## src/rtl/lowside_diag_pkg.sv

```systemverilog
// Shared types for the low-side channel fault supervisor.
package lowside_diag_pkg;

    // Command transitions seen at one clock edge.
    typedef struct packed {
        logic rise;
        logic fall;
    } cmd_edge_t;

    // Fault state that feeds the output stage.
    typedef struct packed {
        logic open_load;
        logic over_current;
        logic over_temp;
    } fault_vec_t;

endpackage

```

## src/rtl/lowside_cmd_edge.sv

```systemverilog
// Detects rising and falling transitions of the channel command.
// Assumes cmd_in is synchronous to clk. The edge outputs are combinational
// and valid in the cycle in which the new level is presented.
module lowside_cmd_edge
    import lowside_diag_pkg::*;
(
    input  logic      clk,
    input  logic      rst_n,
    input  logic      cmd_in,
    output cmd_edge_t edges
);

    logic cmd_q;

    // Hold the command level sampled at the previous edge.
    always_ff @(posedge clk) begin
        if (!rst_n) cmd_q <= 1'b0;
        else        cmd_q <= cmd_in;
    end

    // Compare the present level against the held one.
    always_comb begin
        edges.rise = cmd_in & ~cmd_q;
        edges.fall = ~cmd_in & cmd_q;
    end

endmodule

```

## src/rtl/lowside_persist_filter.sv

```systemverilog
// Persistence filter: hit is high at the LIMIT-th consecutive edge where
// raw is 1 and restart is 0, and at every further such edge.
// Assumes LIMIT >= 1. Any edge with raw low or restart high zeroes the count.
module lowside_persist_filter #(
    parameter int LIMIT = 4
) (
    input  logic clk,
    input  logic rst_n,
    input  logic raw,
    input  logic restart,
    output logic hit
);

    localparam int CNT_W = (LIMIT < 2) ? 1 : $clog2(LIMIT);
    localparam logic [CNT_W-1:0] LAST = CNT_W'(LIMIT - 1);

    logic [CNT_W-1:0] cnt;
    logic             clr;

    // Decide whether this edge breaks the run of qualifying samples.
    always_comb begin
        clr = restart | ~raw;
        hit = ~clr && (cnt == LAST);
    end

    // Count qualifying samples, saturating at the last value.
    always_ff @(posedge clk) begin
        if (!rst_n)          cnt <= '0;
        else if (clr)        cnt <= '0;
        else if (cnt != LAST) cnt <= cnt + 1'b1;
    end

    // a broken run always starts the count again from zero
    a_r4_restart_zero: assert property (@(posedge clk) disable iff (!rst_n)
        (restart || !raw) |=> (cnt == '0));

    // the count never passes its limit
    a_r3_cnt_bounded: assert property (@(posedge clk) disable iff (!rst_n)
        cnt <= LAST);

endmodule

```

## src/rtl/lowside_fault_latch.sv

```systemverilog
// Set/clear latch for one fault. A set at the same edge as a clear wins.
// Provides the value the latch will hold after this edge (nxt) so the
// output stage can register it in step with the latch.
module lowside_fault_latch (
    input  logic clk,
    input  logic rst_n,
    input  logic set,
    input  logic clear,
    output logic q,
    output logic nxt
);

    // Set dominates clear; otherwise hold.
    always_comb begin
        if (set)        nxt = 1'b1;
        else if (clear) nxt = 1'b0;
        else            nxt = q;
    end

    // Store the fault state.
    always_ff @(posedge clk) begin
        if (!rst_n) q <= 1'b0;
        else        q <= nxt;
    end

    // a set is never lost, even next to a clear
    a_r11_set_wins: assert property (@(posedge clk) disable iff (!rst_n)
        set |=> q);

endmodule

```

## src/rtl/lowside_diag.sv

```systemverilog
// Fault supervisor for an inductive low-side channel.
// Filters open-load and overcurrent flags, latches them, and releases each on
// its own command edge (open load on rise, overcurrent on fall). Overtemperature
// acts directly. Assumes all inputs are synchronous to clk.
module lowside_diag
    import lowside_diag_pkg::*;
#(
    parameter int OL_CYC = 18750,
    parameter int OC_CYC = 250
) (
    input  logic clk,
    input  logic rst_n,
    input  logic cmd_in,
    input  logic ol_flag,
    input  logic oc_flag,
    input  logic ot_flag,
    output logic gate_en,
    output logic status_n
);

    cmd_edge_t  edges;
    fault_vec_t fnext;
    logic       ol_hit, oc_hit;
    logic       ol_q, oc_q;
    logic       ol_nxt, oc_nxt;

    lowside_cmd_edge u_edge (
        .clk    (clk),
        .rst_n  (rst_n),
        .cmd_in (cmd_in),
        .edges  (edges)
    );

    // Open load is only judged while the channel is commanded off.
    lowside_persist_filter #(.LIMIT(OL_CYC)) u_ol_filt (
        .clk     (clk),
        .rst_n   (rst_n),
        .raw     (ol_flag),
        .restart (cmd_in),
        .hit     (ol_hit)
    );

    lowside_persist_filter #(.LIMIT(OC_CYC)) u_oc_filt (
        .clk     (clk),
        .rst_n   (rst_n),
        .raw     (oc_flag),
        .restart (1'b0),
        .hit     (oc_hit)
    );

    lowside_fault_latch u_ol_lat (
        .clk   (clk),
        .rst_n (rst_n),
        .set   (ol_hit),
        .clear (edges.rise),
        .q     (ol_q),
        .nxt   (ol_nxt)
    );

    lowside_fault_latch u_oc_lat (
        .clk   (clk),
        .rst_n (rst_n),
        .set   (oc_hit),
        .clear (edges.fall),
        .q     (oc_q),
        .nxt   (oc_nxt)
    );

    // Gather the fault state that will hold after this edge.
    always_comb begin
        fnext.open_load    = ol_nxt;
        fnext.over_current = oc_nxt;
        fnext.over_temp    = ot_flag;
    end

    // Register the gate enable and status outputs.
    always_ff @(posedge clk) begin
        if (!rst_n) begin
            gate_en  <= 1'b0;
            status_n <= 1'b1;
        end else begin
            gate_en  <= cmd_in & ~fnext.over_current & ~fnext.over_temp;
            status_n <= ~(|fnext);
        end
    end

    // overtemperature forces both outputs to their fault state
    a_r9_ot_forces: assert property (@(posedge clk) disable iff (!rst_n)
        ot_flag |=> (!gate_en && !status_n));

    // the gate is only on when the command was high
    a_r2_gate_needs_cmd: assert property (@(posedge clk) disable iff (!rst_n)
        gate_en |-> $past(cmd_in));

    // a held overcurrent keeps the gate off until a falling command edge
    a_r7_oc_holds: assert property (@(posedge clk) disable iff (!rst_n)
        (oc_q && !edges.fall) |=> (!gate_en && !status_n));

    // a falling command edge without a new hit empties the overcurrent latch
    a_r8_oc_release: assert property (@(posedge clk) disable iff (!rst_n)
        (edges.fall && !oc_hit) |=> !oc_q);

    // a rising command edge always empties the open-load latch
    a_r5_ol_release: assert property (@(posedge clk) disable iff (!rst_n)
        edges.rise |=> !ol_q);

    // status only rises when overtemperature was absent
    a_r10_status_rise: assert property (@(posedge clk) disable iff (!rst_n)
        $rose(status_n) |-> !$past(ot_flag));

endmodule

```

## config.mk

```make
export PLATFORM = sky130hd
export DESIGN_NAME = lowside_diag
export DESIGN_NICKNAME = d
export VERILOG_FILES = /design/src/rtl/lowside_diag_pkg.sv /design/src/rtl/lowside_cmd_edge.sv /design/src/rtl/lowside_persist_filter.sv /design/src/rtl/lowside_fault_latch.sv /design/src/rtl/lowside_diag.sv
export SDC_FILE = /design/constraint.sdc
export NUM_CORES = 1
export LEC_CHECK = 0
export CAP_MARGIN = 20
export CORE_AREA = 2 2 48 59
export CTS_CLUSTER_SIZE = 12
export DETAILED_ROUTE_END_ITERATION = 16
export DIE_AREA = 0 0 50 61
export MAX_ROUTING_LAYER = met4
export PLACE_DENSITY = 0.84
export SLEW_MARGIN = 25
export SYNTH_ARGS = -nofsm -noshare
export SYNTH_HDL_FRONTEND = slang
export SYNTH_HIERARCHICAL = 1
export SYNTH_SLANG_ARGS = --single-unit
```

## constraint.sdc

```tcl
create_clock -name clk -period 1.95 [get_ports clk]
set_input_delay 0.4875 -clock clk [delete_from_list [all_inputs] [get_ports clk]]
set_output_delay 0.4875 -clock clk [all_outputs]
set_load 0.01 [all_outputs]
```

======== Yosys cells after proc, flatten, opt, wreduce, memory -nomap -nowiden ========
Cells that the tools add are included.
W data, S select, Z words.
operators by class
  $add $sub $neg .......................... 2
  multiply operators ...................... 0
  divide/modulo/power cells ............... 0
  magnitude comparators ................... 0
  eq/ne operators ......................... 4
  shift-type cells ........................ 0
  muxes and demuxes ....................... 4
  bitwise logic cells ..................... 13
  reduce and logical (&&, ||, !) cells .... 5
operator list
  operator                 number
  $add A15 B1 Y15 const B  1
  $eq A15 B15 Y1 const B   1
  $ne A15 B15 Y1 const B   1
  $add A8 B1 Y8 const B    1
  $eq A8 B8 Y1 const B     1
  $ne A8 B8 Y1 const B     1
  $not A1 Y1               8
  $and A1 B1 Y1            4
  $mux W1                  4
  $reduce_or A3 Y1         1
  $logic_and A1 B1 Y1      2
  $reduce_and A2 Y1        1
  $reduce_or A2 Y1         1
  $or A1 B1 Y1             1
storage, ports and cells
  register bits ........................... 28
  bits in latches ......................... 0
  RAM bits ................................ 0
  bits in read-only memories .............. 0
  input port bits ......................... 6
  word-level logic and storage cells ...... 35
  memories kept ........................... 0

======== Longest topological paths before layout ========
  depth after elaboration ................. 7
  mapped depth ............................ 7
  mapped depth without buffers ............ 7

======== By module ========
Netlist, hierarchy kept.
modules (own cells, without submodules)
  module                              instances  cells an instance  area each (um^2)
  lowside_persist_filter (u_ol_filt)  1          85                 754.5
  lowside_persist_filter (u_oc_filt)  1          43                 391.6
  lowside_fault_latch                 2          4                  47.5
  lowside_diag                        1          5                  63.8
  lowside_cmd_edge                    1          4                  38.8

======== Worst setup path before layout ========
Ideal clock, no wire load.
  path kind ............................... reg-to-reg
  start ................................... reg u_oc_filt.cnt[0]
  end ..................................... reg gate_en
  data arrival time ....................... 1.406 ns
  required time ........................... 1.833 ns
  slack ................................... 0.427 ns
  stages on the path, launching flop included .. 7
  buffers on the path ..................... 0
  period minus slack after synthesis ...... 1.523 ns
  path through ............................ dfxtp_1 > ha_1 > nor2b_1 > nand3_1 > nor3b_1 > or2_1 > and4bb_2
between the ends
  word-level cells in the longest chain between the ends .. 6
RTL lines
  item                         RTL line                      RTL
  start: declaration           lowside_persist_filter.sv:17  logic [CNT_W-1:0] cnt;
  start signal: assignment     lowside_persist_filter.sv:30  else if (cnt != LAST) cnt <= cnt + 1'b1;
  $eq A8 B8 Y1                 lowside_persist_filter.sv:23  hit = ~clr && (cnt == LAST);
  $logic_and A1 B1 Y1          lowside_persist_filter.sv:23
  via oc_hit                   lowside_diag.sv:23            logic ol_hit, oc_hit;
  $mux W1                      lowside_fault_latch.sv:15     if (set) nxt = 1'b1;
  via oc_nxt                   lowside_diag.sv:25            logic ol_nxt, oc_nxt;
  $not A1 Y1                   lowside_diag.sv:82            gate_en <= cmd_in & ~fnext.over_current & ~fnext.over_temp;
  $and A1 B1 Y1 (2 in series)  lowside_diag.sv:82
  end signal: assignment       lowside_diag.sv:82
  end: declaration             lowside_diag.sv:17            output logic gate_en,
The timed path passes the listed nets, and every way through them passes these cells.
A chain may end at the register's enable or synchronous reset.

======== Final worst setup path ========
Ends and elaborated chain as after synthesis.

==> results.yml <==
layout:
  area_growth_syn_to_layout_pct: 13.5
  final_cells: 192
  nets: 170
  fillers: 213
  drive_gt1_share_pct: 10.1
  antennaDiodeCount: 0
timing:
  setup_violations: 0
  fin_skew_ns: 0.0123
  slew_viol_final: 0
  hold_viol: 0
  finalCritPeriodShare_pct: 91.2
  fin_setup_tns_ns: 0
  holdWs_ns: 0.496
  rsz0062_at_grt: "no"
  max_freq_mhz: 562
  finalWorstSetupSlack_ns: 0.171
  min_period_ns: 1.78
placed_design:
  place_inst: 188
  io_buffers: 7
  gp_congestion: 0.802
  post-dp-hpwl_mm: 1.88
  pre_cts_ws_ns: 0.0159
route:
  via_count: 1096
  antenna_left: 0
  drc: 0
  dr.first_iter.drc_count: 13
  routed_via_density: 5.71
  firstDrtPassIters: 4
  drt_wl_total_mm: 2.55
  post_drt_wl_per_cell_um: 13.3
setup_path:
  cp.arrival_ns: 2.00
  cp-startpoint: "u_oc_filt/cnt[0]"
  worstPathCellList: "ha_1 > nor2b_1 > nand3_1 > nor3b_1 > or2_1 > and4bb_2"
  critPathMaxStageDelay_ns: 0.45
  crit_path_end: "gate_en"
  reg2reg_slack_ns: 0.17
  cp-start-kind: "flip-flop"
  crit_required_ns: 2.18
  reg2reg_depth: 6
  rr_endpoint: "gate_en"
  reg2reg_from: "u_oc_filt/cnt[0]"
  worst_setup_path_end_kind: "flip-flop"
  crit_type: "flip-flop to flip-flop"
  cp_max_fo: 5
  cpMaxStageDelayCell: "dfxtp_1"
clock_network:
  cts-root-buf: "clkbuf_4"
  clk_path_buf_depth: 2
  htreeDepth: 1
  path_clk_slew_ns: 0.15
  numCtsBuffers: 3
  cts_setup_buffers: 0
  tritoncts: "done"
  cts_resized: 0
  clk_latency_ns: 0.32
  cts.sinks: 28
  hold_buffers: 0
power:
  powerDensity_nw_per_um2: 655
  p_leak_nw: 0.543
  ir_drop_mv: 0.392
  finalPower_w: 0.00100
grt:
  grt_max_degree: 17
  grt_usage_pct: 19.7
  grt.overflow.total: 0
  grt_pass1_wl_mm: 4.48
  grt_pass1_vias: 1105
  antenna_found_initial: 0
job:
  maxCapViolCount: 0
yosys:
  avgSynthCellArea_sq_um: 9.27
  synth_top_area_share_pct: 41.7
  synth_edf_count: 0
  seq_area_frac_synth_pct: 41.7
  synth_cells: 145
  synth.area.top_cells: "dfxtp_1 42%, xor2_1 5.2%, ha_1 3.7%"
  ys_types: 42
  ys_ff_latch: 28
  yosysTopAreaCell: "dfxtp_1"
  syn_area_sq_um: 1340
  async_reset_ff_share_pct: 0
  ys.flop_type: "dfxtp_1"
  synth_common_cells: "28 x dfxtp_1, 10 x nand2_1, 10 x nor2_1, 9 x o21ai_0"
  synth_most_common_cell: "dfxtp_1"
  yosysWarnings: 6
worst_hold_path:
  hp-class: "flip-flop to flip-flop"
  hp-start: "u_ol_filt/cnt[4]"
floorplan:
  dieArea_sq_um: 3050
  ios: 8
  start_util_pct: 54.2
  rows: 20
  die_w_um: 50
  core_sq_um: 2480
  chipHeight_um: 61
run_status:
  status: "finished clean"
[placed cells by master (no fill, tap or decap), types with 2 or more instances in the layout]
master           Yosys  routed
ha_1                 4       4
and4bb_1             2       2
a21oi_1              8       8
nor3b_1              2       2
and4_1               2       2
or2_1                2       2
nand3_1              6       6
dfxtp_1             28      28
nor2_1              10      10
nand2_1             10      10
o21a_1               2       2
o31ai_1              2       2
clkbuf_4             0       3
o21ai_0              9       9
buf_4                0       4
o211ai_1             2       2
nor2b_4              2       2
and2_1               2       2
xor2_1               8       8
clkdlybuf4s50_1      0       7
nor2b_1              3       3
nand4_1              5       5
nand3b_1             2       2
and3_1               4       4
conb_1               1       3
and3b_1              2       2
inv_1                3       3
or3_1                7       7
[per-layer routing]
layer	wire length (um)	up-vias	global-route usage, %	share of wire [%]
met5	0	-	-	0
met4	46	0	12.7	1.8
met3	56	4	2.22	2.2
met2	1390	15	35.9	54
met1	1060	528	20.1	42
li1	-	549	-	-
[how the worst min path moves through the flow]
stage | end | slack, ns | depth (start not counted)
2_1_floorplan | u_ol_filt/cnt[4] | 0.44 | 1
6_report | u_ol_filt/cnt[4] | 0.50 | 1
5_1_grt | u_ol_filt/cnt[4] | 0.53 | 1
4_1_cts | u_ol_filt/cnt[4] | 0.50 | 1
3_5_place_dp | u_ol_filt/cnt[4] | 0.47 | 1
3_3_place_gp | u_ol_filt/cnt[4] | 0.46 | 1
[power breakdown]
group	total [W]	switching, W	internal [W]
logic	0.0000460	0.0000213	0.0000247
clock network	0.000372	0.000165	0.000208
registers	0.000581	0.00000377	0.000578
[worst max-delay path: cells and delay by family, from the launching register on]
| kind | cells | cell delay, ns |
|---|---|---|
| and+or+nand+nor | 5 | 1.05 |
| DFF | 1 | 0.45 |
| adders and majority gates | 1 | 0.18 |
[flip-flops by register name (all words and copies together) (netlist names)]
name and count:
u_oc_filt/cnt 8, u_oc_lat/q 1, u_ol_filt/cnt 15, u_ol_lat/q 1
u_edge/cmd_q 1, gate_en 1, status_n 1
[cell type report]
cell class / count / area, sq um / share of cell area [%]
Sequential cell: 28 / 561 / 36.8
Clock inverter: 1 / 30.0 / 1.97
Tap cell: 33 / 41.3 / 2.71
Timing Repair Buffer: 11 / 100 / 6.56
Inverter: 3 / 11.3 / 0.738
Multi-Input combinational cell: 113 / 759 / 49.8
Clock buffer: 3 / 22.5 / 1.48
[per-stage QoR]
stage / area, sq um / util, %
6_report: 1530 / 61.6
3_5_place_dp: 1470 / 59.4
4_1_cts: 1530 / 61.6
2_1_floorplan: 1350 / -
3_3_place_gp: 1470 / 59.4
5_1_grt: 1530 / 61.6
[cells by family (layout without fill, tap and decap cells)]
logic type | after synthesis | count (layout) | share of synthesized area (%)
and+or+nand+nor | 69 | 69 | 33.4
AOI/OAI and AO/OA | 28 | 28 | 12.7
DFF | 28 | 28 | 41.7
xor gates and xnor gates | 9 | 9 | 5.87
buffers and inverters | 6 | 18 | 2.33
adders and majority gates | 4 | 4 | 3.72
other | 1 | 3 | 0.279
No activity file was read; power rests on OpenSTA's default activity.
